**config.mk**
```make
export PLATFORM = sky130hd
export DESIGN_NAME = split_prog_tracker
export DESIGN_NICKNAME = d
export VERILOG_FILES = /design/src/rtl/split_prog_pkg.sv /design/src/rtl/split_order_chk.sv /design/src/rtl/split_byte_acc.sv /design/src/rtl/split_prog_tracker.sv
export SDC_FILE = /design/constraint.sdc
export NUM_CORES = 1
export LEC_CHECK = 0
export CORE_MARGIN = 2
export CORE_UTILIZATION = 40
export CTS_CLUSTER_SIZE = 30
export DETAILED_ROUTE_END_ITERATION = 12
export DONT_BUFFER_PORTS = 1
export PLACE_DENSITY = 0.55
export REMOVE_ABC_BUFFERS = 1
export SLEW_MARGIN = 0
export SYNTH_ARGS = -nofsm -noshare
export SYNTH_HDL_FRONTEND = slang
export SYNTH_SLANG_ARGS = --single-unit
```
**constraint.sdc**
```tcl
create_clock -name clk_i -period 5.6 [get_ports clk_i]
set_input_delay 1.12 -clock clk_i [delete_from_list [all_inputs] [get_ports clk_i]]
set_output_delay 1.12 -clock clk_i [all_outputs]
set_load 0.05 [all_outputs]
```
**src/rtl/split_prog_pkg.sv**
```systemverilog
package split_prog_pkg;
  typedef enum logic {DIR_OUT = 1'b0, DIR_IN = 1'b1} xfer_dir_e;
endpackage

```
**src/rtl/split_order_chk.sv**
```systemverilog
module split_order_chk #(
  parameter int UF_N = 8,
  localparam int UF_W = $clog2(UF_N)
) (
  input  logic [UF_N-1:0] exp_i,
  input  logic [UF_N-1:0] done_i,
  input  logic [UF_W-1:0] uf_i,
  output logic            skip_o
);
  logic [UF_N-1:0] below;

  for (genvar k = 0; k < UF_N; k++) begin : g_below
    assign below[k] = (UF_W'(k) < uf_i);
  end

  assign skip_o = |(exp_i & below & ~done_i);

  // first slot has no predecessor
  always_comb begin
    if (uf_i == '0) p_first_slot_clean_r4 : assert (!skip_o);
  end
endmodule

```
**src/rtl/split_byte_acc.sv**
```systemverilog
module split_byte_acc #(
  parameter int BYTE_W = 10
) (
  input  logic              clk_i,
  input  logic              rst_ni,
  input  logic              load_i,
  input  logic [BYTE_W-1:0] load_val_i,
  input  logic              add_i,
  input  logic [BYTE_W-1:0] add_val_i,
  output logic [BYTE_W-1:0] cnt_o
);
  always_ff @(posedge clk_i or negedge rst_ni) begin
    if (!rst_ni)     cnt_o <= '0;
    else if (load_i) cnt_o <= load_val_i;
    else if (add_i)  cnt_o <= cnt_o + add_val_i;
  end

  p_idle_hold_r7 : assert property (@(posedge clk_i) disable iff (!rst_ni)
    !load_i && !add_i |=> $stable(cnt_o));
endmodule

```
**src/rtl/split_prog_tracker.sv**
```systemverilog
module split_prog_tracker
  import split_prog_pkg::*;
#(
  parameter int UF_N    = 8,
  parameter int FRAME_W = 5,
  parameter int BYTE_W  = 10,
  localparam int UF_W   = $clog2(UF_N)
) (
  input  logic               clk_i,
  input  logic               rst_ni,
  input  logic               ss_valid_i,
  input  logic               cs_valid_i,
  input  logic               dir_in_i,
  input  logic [UF_W-1:0]    uframe_i,
  input  logic [FRAME_W-1:0] frame_i,
  input  logic [BYTE_W-1:0]  bytes_i,
  input  logic               link_err_i,
  input  logic [UF_N-1:0]    cs_slots_i,
  input  logic               halt_clr_i,
  output logic [UF_N-1:0]    prog_mask_o,
  output logic [FRAME_W-1:0] frame_tag_o,
  output logic [BYTE_W-1:0]  byte_cnt_o,
  output logic               halt_o,
  output logic               err_o,
  output logic               cs_due_o
);
  localparam logic [UF_W-1:0] UF_LAST = UF_W'(UF_N - 1);

  logic               active_q, halt_q, err_q;
  xfer_dir_e          dir_q;
  logic [UF_N-1:0]    mask_q;
  logic [FRAME_W-1:0] tag_q;
  logic               skip, ss_go, cs_go, lost, cs_ok;

  split_order_chk #(.UF_N(UF_N)) u_order (
    .exp_i (cs_slots_i),
    .done_i(mask_q),
    .uf_i  (uframe_i),
    .skip_o(skip)
  );

  assign ss_go = ss_valid_i & ~halt_q;
  assign cs_go = cs_valid_i & ~ss_valid_i & ~halt_q & active_q;
  assign lost  = cs_go & (skip | link_err_i);
  assign cs_ok = cs_go & ~lost;

  always_ff @(posedge clk_i or negedge rst_ni) begin
    if (!rst_ni) begin
      active_q <= 1'b0;
      dir_q    <= DIR_OUT;
      mask_q   <= '0;
      tag_q    <= '0;
    end else if (ss_go) begin
      active_q <= 1'b1;
      dir_q    <= xfer_dir_e'(dir_in_i);
      mask_q   <= '0;
      tag_q    <= frame_i;
    end else if (lost) begin
      if (dir_q == DIR_OUT) begin
        active_q <= 1'b0;
        mask_q   <= '0;
      end
    end else if (cs_ok) begin
      mask_q[uframe_i] <= 1'b1;
      if (uframe_i == UF_LAST) tag_q <= tag_q + 1'b1;
    end
  end

  always_ff @(posedge clk_i or negedge rst_ni) begin
    if (!rst_ni) begin
      halt_q <= 1'b0;
      err_q  <= 1'b0;
    end else begin
      err_q <= lost;
      if (halt_clr_i)                     halt_q <= 1'b0;
      else if (lost && dir_q == DIR_IN)   halt_q <= 1'b1;
    end
  end

  split_byte_acc #(.BYTE_W(BYTE_W)) u_bytes (
    .clk_i     (clk_i),
    .rst_ni    (rst_ni),
    .load_i    (ss_go),
    .load_val_i(dir_in_i ? '0 : bytes_i),
    .add_i     (cs_ok && dir_q == DIR_IN),
    .add_val_i (bytes_i),
    .cnt_o     (byte_cnt_o)
  );

  assign cs_due_o    = active_q & ~halt_q & (frame_i == tag_q) & cs_slots_i[uframe_i];
  assign prog_mask_o = mask_q;
  assign frame_tag_o = tag_q;
  assign halt_o      = halt_q;
  assign err_o       = err_q;

  p_ss_clear_r2 : assert property (@(posedge clk_i) disable iff (!rst_ni)
    ss_go |=> mask_q == '0 && tag_q == $past(frame_i) && active_q);
  p_mask_set_r3 : assert property (@(posedge clk_i) disable iff (!rst_ni)
    cs_ok |=> mask_q[$past(uframe_i)]);
  p_in_halt_r5 : assert property (@(posedge clk_i) disable iff (!rst_ni)
    lost && dir_q == DIR_IN && !halt_clr_i |=> halt_q && err_q);
  p_out_no_halt_r6 : assert property (@(posedge clk_i) disable iff (!rst_ni)
    lost && dir_q == DIR_OUT |=> err_q && !halt_q && !active_q && mask_q == '0);
  p_halt_sticky_r10 : assert property (@(posedge clk_i) disable iff (!rst_ni)
    halt_q && !halt_clr_i |=> halt_q);
  p_halt_freeze_r10 : assert property (@(posedge clk_i) disable iff (!rst_ni)
    halt_q |=> $stable(mask_q) && $stable(tag_q) && $stable(byte_cnt_o) && !err_q);
endmodule

```
==> results_dict.tcl, run 1 <==
set metrics [dict create \
    status "finished clean" \
    finClkSkew_ps 6.89 \
    synth_xor_area_share_pct 6.61 \
    final_antenna_net_count 0 \
    nets 255 \
    via_per_inst 5.65 \
    synthSimpleGateAreaFrac_pct 19.1 \
    fin_crit_ps 3280 \
    finalSetupViolCount 0 \
    worstHoldPathType "in -> async" \
    crit_required_ps 4480 \
    fin_crit_sh_pct 58.6 \
    grt_use_total_pct 17.4 \
    irDropWorstVdd_mv 0.212 \
    layout_common_cells "27 x dfrtp_1, 26 x o21ai_0, 18 x nand2_1, 12 x xor2_1" \
    synth.area.mux_share_pct 7.12 \
    synth_top_family_by_area "compound AO/OA/AOI/OAI gates" \
    tritoncts "done" \
    synth.avg_cell_area_um2 9.33 \
    clk_pin_slew_worst_paths_ps 100 \
    setup_ws_ps 2320 \
    antenna_found_initial 0 \
    rsz0062_at_grt "false" \
    yosysWarnings 0 \
    die_y_um 74.5 \
    drt-wirelength-per-cell_um 16.6 \
    io_pins 59 \
    die_w_um 74.5 \
    slew_viol_final 0 \
    drive_above_1_share_pct 8.57 \
    start_util_pct 41.8 \
    p_leak_nw 0.890 \
    core_area_um2 4750 \
    cp_max_fo 2 \
    power-per-cell-area_nw_per_um2 375 \
    yosysTopAreaCell "dfrtp_1" \
    synth_compound_area_share_pct 21.2 \
    num_antenna_cells 0 \
    grt_pass1_wl_mm 7.57 \
    hold-worst-slack_ps 519 \
    cts-resized-gates 0 \
    wl_mm 4.59 \
    mostFrequentLayoutCell "dfrtp_1" \
    die_area_um2 5550 \
    drc 0 \
    synth_area_um2 1990 \
    worstSetupPathType "in -> out" \
    first_iter_violations 64 \
    synthAdderAreaFrac_pct 7.30 \
    placementRows 25 \
    fmax_mhz 305 \
    cts_max_level 1 \
    synth_top_cell_area_share_pct 34.0 \
    endpoint_kind "output port" \
    syn_to_final_growth_pct 4.79 \
    cts_buffers 3 \
    worst_slew_pin_slew_ps 607 \
    placed_area_um2 2040 \
    cts-root-buf "clkbuf_8" \
    portBuffers 0 \
    ys_types 49 \
    vias 1564 \
    clockBufferDepth 2 \
    cts_setup_buffers 0 \
    cts.sinks 27 \
    dr.pass1.iters 4 \
    worst_ep_arrival_time_ps 2160 \
    power_uw 780 \
    yosysSeqAreaShare_pct 34.0 \
    synth_edf_count 0 \
    hold_buffers 0 \
    dp_cells 273 \
    synth.area.top_cells "dfrtp_1 34%, o21ai_0 6.5%, ha_1 6.3%, xor2_1 5.3%, mux2_4 4.5%" \
    synth-async-reset-ratio_pct 100 \
    insertion_delay_ps 280 \
    fill_cells 499 \
    fin_tns_setup_ps 0 \
    grt_pass1_vias 1666 \
    startpoint "frame_i[4]" \
    synth_seq_cells 27 \
    final_cells 277 \
    maxCapViolations 0 \
    final_area_um2 2080 \
    relSlewSlack_pct 59.5 \
    grt_max_degree 28 \
    startpoint_type "input pin" \
    dp_slack_ps 2270 \
    post-route-util_pct 43.8 \
    grt_overflow 0 \
    dp_hpwl_mm 3.44 \
    rr_startpoint "u_bytes.cnt_o[0]" \
    synthFlopType "dfrtp_1" \
    finalHoldViolCount 0 \
    gp_congestion 0.843 \
    synth_cells 213 \
]
## worst max-delay path, stage by stage
cell and delay (ps):
xor2_1 140, nor3b_1 300, nand3_1 130, a221oi_1 220
buf_4 250
## final timing paths
kind | end | slack (ps) | cells past startpoint
max | cs_due_o | 2320 | 5
min | frame_tag_o[1] | 520 | 0
max reg2reg | u_bytes.cnt_o[8] | 2680 | 8
min reg2reg | active_q | 520 | 1
max in group asynchronous | dir_q | 5000 | 0
min in group clk_i | active_q | 520 | 1
## layer usage
layer | GRT usage, % | vias up | part of all wire, %
met5 | 0 | - | 0
met4 | 4.37 | 0 | 0.81
met1 | 21.1 | 742 | 43
met3 | 5.28 | 4 | 7.5
li1 | - | 768 | -
met2 | 30.4 | 50 | 49
## report_power, final
group | internal (mW) | total, mW | switching, mW
sequential | 0.227 | 0.388 | 0.161
clock | 0.0511 | 0.116 | 0.0645
combinational | 0.139 | 0.277 | 0.137
## cells in the mapped netlist, types with 2 or more instances
library cell,number
dfrtp_1,27
and2_1,2
o211ai_1,2
a31oi_1,6
a21oi_1,11
nand3b_1,8
o21ai_0,26
nor3b_1,3
a211oi_1,2
nor3_1,3
nor2b_1,5
mux2_4,6
nand2_1,18
ha_1,10
a22o_1,2
nand3_1,3
o22ai_1,2
nand2b_1,3
mux2i_1,4
nand4_1,2
and4_1,2
a21o_1,3
buf_2,2
buf_6,2
clkbuf_1,5
nor2_1,7
xnor2_1,3
xor2_1,12
a21boi_0,2
inv_1,11
## state kept, by name, summed over array words and instances (netlist names)
name	flops
halt_o	1
err_o	1
active_q	1
prog_mask_o	8
frame_tag_o	5
u_bytes.cnt_o	10
dir_q	1
## area by class of cell
cell class                      count  area (µm²)  area share [%]
Sequential cell                    27         676            32.5
Tap cell                           67        83.8            4.03
Multi-Input combinational cell    166        1220            58.7
Timing Repair Buffer                2        15.0           0.721
Clock buffer                        4        45.0            2.16
Inverter                           11        41.3            1.98
## logic make-up (layout without fill, tap and decap cells)
family                     after synthesis  after routing
DFF                                     27             27
buffers and inverters                   20             17
xor gates and xnor gates                15             15
adders and majority gates               11             11
muxes                                   11             11
AOI/OAI and AO/OA                       65             65
and+or+nand+nor                         64             64
No activity file was read; power rests on OpenSTA's default activity.
==> inputs of run 2 (changes only) <==
==> constraint.sdc (replaced) <==
create_clock -name clk_i -period 3.3 [get_ports clk_i]
set_input_delay 0.66 -clock clk_i [delete_from_list [all_inputs] [get_ports clk_i]]
set_output_delay 0.66 -clock clk_i [all_outputs]
set_load 0.05 [all_outputs]
==> run 2 against run 1 <==
  * Sequential share of layout area fell by 0.23 points
  * First-iteration DRC count fell by 20%
  * Power is 70% higher
  * Global-route usage is 0.070 points higher
==> results_dict.tcl, run 2 (same netlist as run 1, synthesis figures left out) <==
set metrics [dict create \
    status "finished clean" \
    gp_congestion 0.860 \
    worst_slew_pin_slew_ps 748 \
    swShare_pct 46.1 \
    portBuffers 0 \
    final_antenna_net_count 0 \
    nets 257 \
    reg2reg_depth 7 \
    worst-r2r-setup-slack_ps 600 \
    slew_viol_final 0 \
    die_area_um2 5550 \
    final_cells 279 \
    core_area_um2 4750 \
    cp_max_fo 5 \
    via_per_inst 5.55 \
    cts_buffers 3 \
    grt_overflow 0 \
    first_iter_violations 51 \
    dp_cells 275 \
    wl_mm 4.53 \
    p_leak_nw 0.900 \
    die_w_um 74.5 \
    maxCapViolations 0 \
    fin_crit_sh_pct 82.0 \
    fin_tns_setup_ps 0 \
    hold_buffers 0 \
    grt_use_total_pct 17.5 \
    io_pins 59 \
    cts.sinks 27 \
    irDropWorstVdd_mv 0.445 \
    cts-resized-gates 0 \
    grt_max_degree 28 \
    drive_above_1_share_pct 9.43 \
    largest_register_ffs 10 \
    comb_power_share_pct 37.2 \
    power-per-cell-area_nw_per_um2 633 \
    cts_max_level 1 \
    relSlewSlack_pct 49.9 \
    power.share.sequential_pct 48.5 \
    num_antenna_cells 0 \
    finalHoldViolCount 0 \
    cts-root-buf "clkbuf_8" \
    worstHoldPathType "in -> async" \
    start_util_pct 41.8 \
    endpoint_kind "output port" \
    fmax_mhz 369 \
    finClkSkew_ps 2.58 \
    layout_common_cells "27 x dfrtp_1, 26 x o21ai_0, 18 x nand2_1, 12 x xor2_1" \
    antenna_found_initial 0 \
    placementRows 25 \
    mostFrequentLayoutCell "dfrtp_1" \
    drt-wirelength-per-cell_um 16.2 \
    vias 1549 \
    startpoint_type "flop" \
    dr.pass1.iters 4 \
    switchingPower_uw 612 \
    fin_crit_ps 2710 \
    rsz0062_at_grt "false" \
    crit_required_ps 2640 \
    cts_setup_buffers 0 \
    largest_register "u_bytes.cnt_o" \
    drc 0 \
    worstSetupPathType "reg -> out" \
    worst_ep_arrival_time_ps 2050 \
    grt_pass1_wl_mm 7.56 \
    p_int_uw 715 \
    clockBufferDepth 2 \
    clk_pin_slew_worst_paths_ps 90 \
    syn_to_final_growth_pct 5.54 \
    insertion_delay_ps 270 \
    die_y_um 74.5 \
    grt_pass1_vias 1651 \
    tritoncts "done" \
    dp_hpwl_mm 3.55 \
    finalSetupViolCount 0 \
    p_clk_share_pct 14.3 \
]
-- run 2: changes by cell type in the layout (fill, tap and decap cells not counted) --
cell   change
buf_4      +2
-- run 2: critical path, stage by stage (launching register included) --
cell and delay (ps):
dfrtp_1 620, xor2_1 260, nor4_1 340, nand3_1 100, a221oi_1 220, buf_4 250
-- run 2: path summary, 6_finish.rpt --
check	from	endpoint
max in group asynchronous	rst_ni	u_bytes.cnt_o[5]
hold / removal	rst_ni	frame_tag_o[0]
min in group clk_i	halt_clr_i	halt_o
hold reg to reg	active_q	active_q
setup / recovery	frame_tag_o[0]	cs_due_o
setup reg to reg	u_bytes.cnt_o[1]	u_bytes.cnt_o[8]
-- run 2: layout make-up --
cell class              instances  area, µm²
clock buffers                   4       45.0
fillers                       502       2660
inverters                      11       41.3
multi-input cells             166       1220
flip-flops and latches         27        676
well taps                      67       83.8
repair buffers                  4       30.0
-- run 2: metal layers --
layer / track usage [%] / share of wire [%]
met5: 0 / 0
met1: 21.8 / 42
met3: 3.79 / 7.1
met2: 30.4 / 50
met4: 5.36 / 0.51
-- run 2: power by group through the flow --
stage / Sequential (mW) / Combinational (mW) / Clock, mW
after detailed placement: 0.652 / 0.490 / 0
after CTS: 0.644 / 0.496 / 0.200
final: 0.643 / 0.494 / 0.190
after floorplan: 0.647 / 0.396 / 0
after global routing: 0.653 / 0.562 / 0.216
after global placement: 0.649 / 0.484 / 0
-- run 2: stage by stage --
step | power [mW] | cell area, µm² | setup WS (ps) | hold WS (ps) | utilization, %
floorplan | 1.04 | 1940 | 258 | 364 | -
global placement | 1.13 | 2050 | 478 | 365 | 43.2
detailed placement | 1.14 | 2050 | 424 | 365 | 43.2
CTS | 1.34 | 2100 | 538 | 62.2 | 44.1
global route | 1.43 | 2100 | 400 | 45.3 | 44.1
finish | 1.33 | 2100 | 593 | 73.0 | 44.1
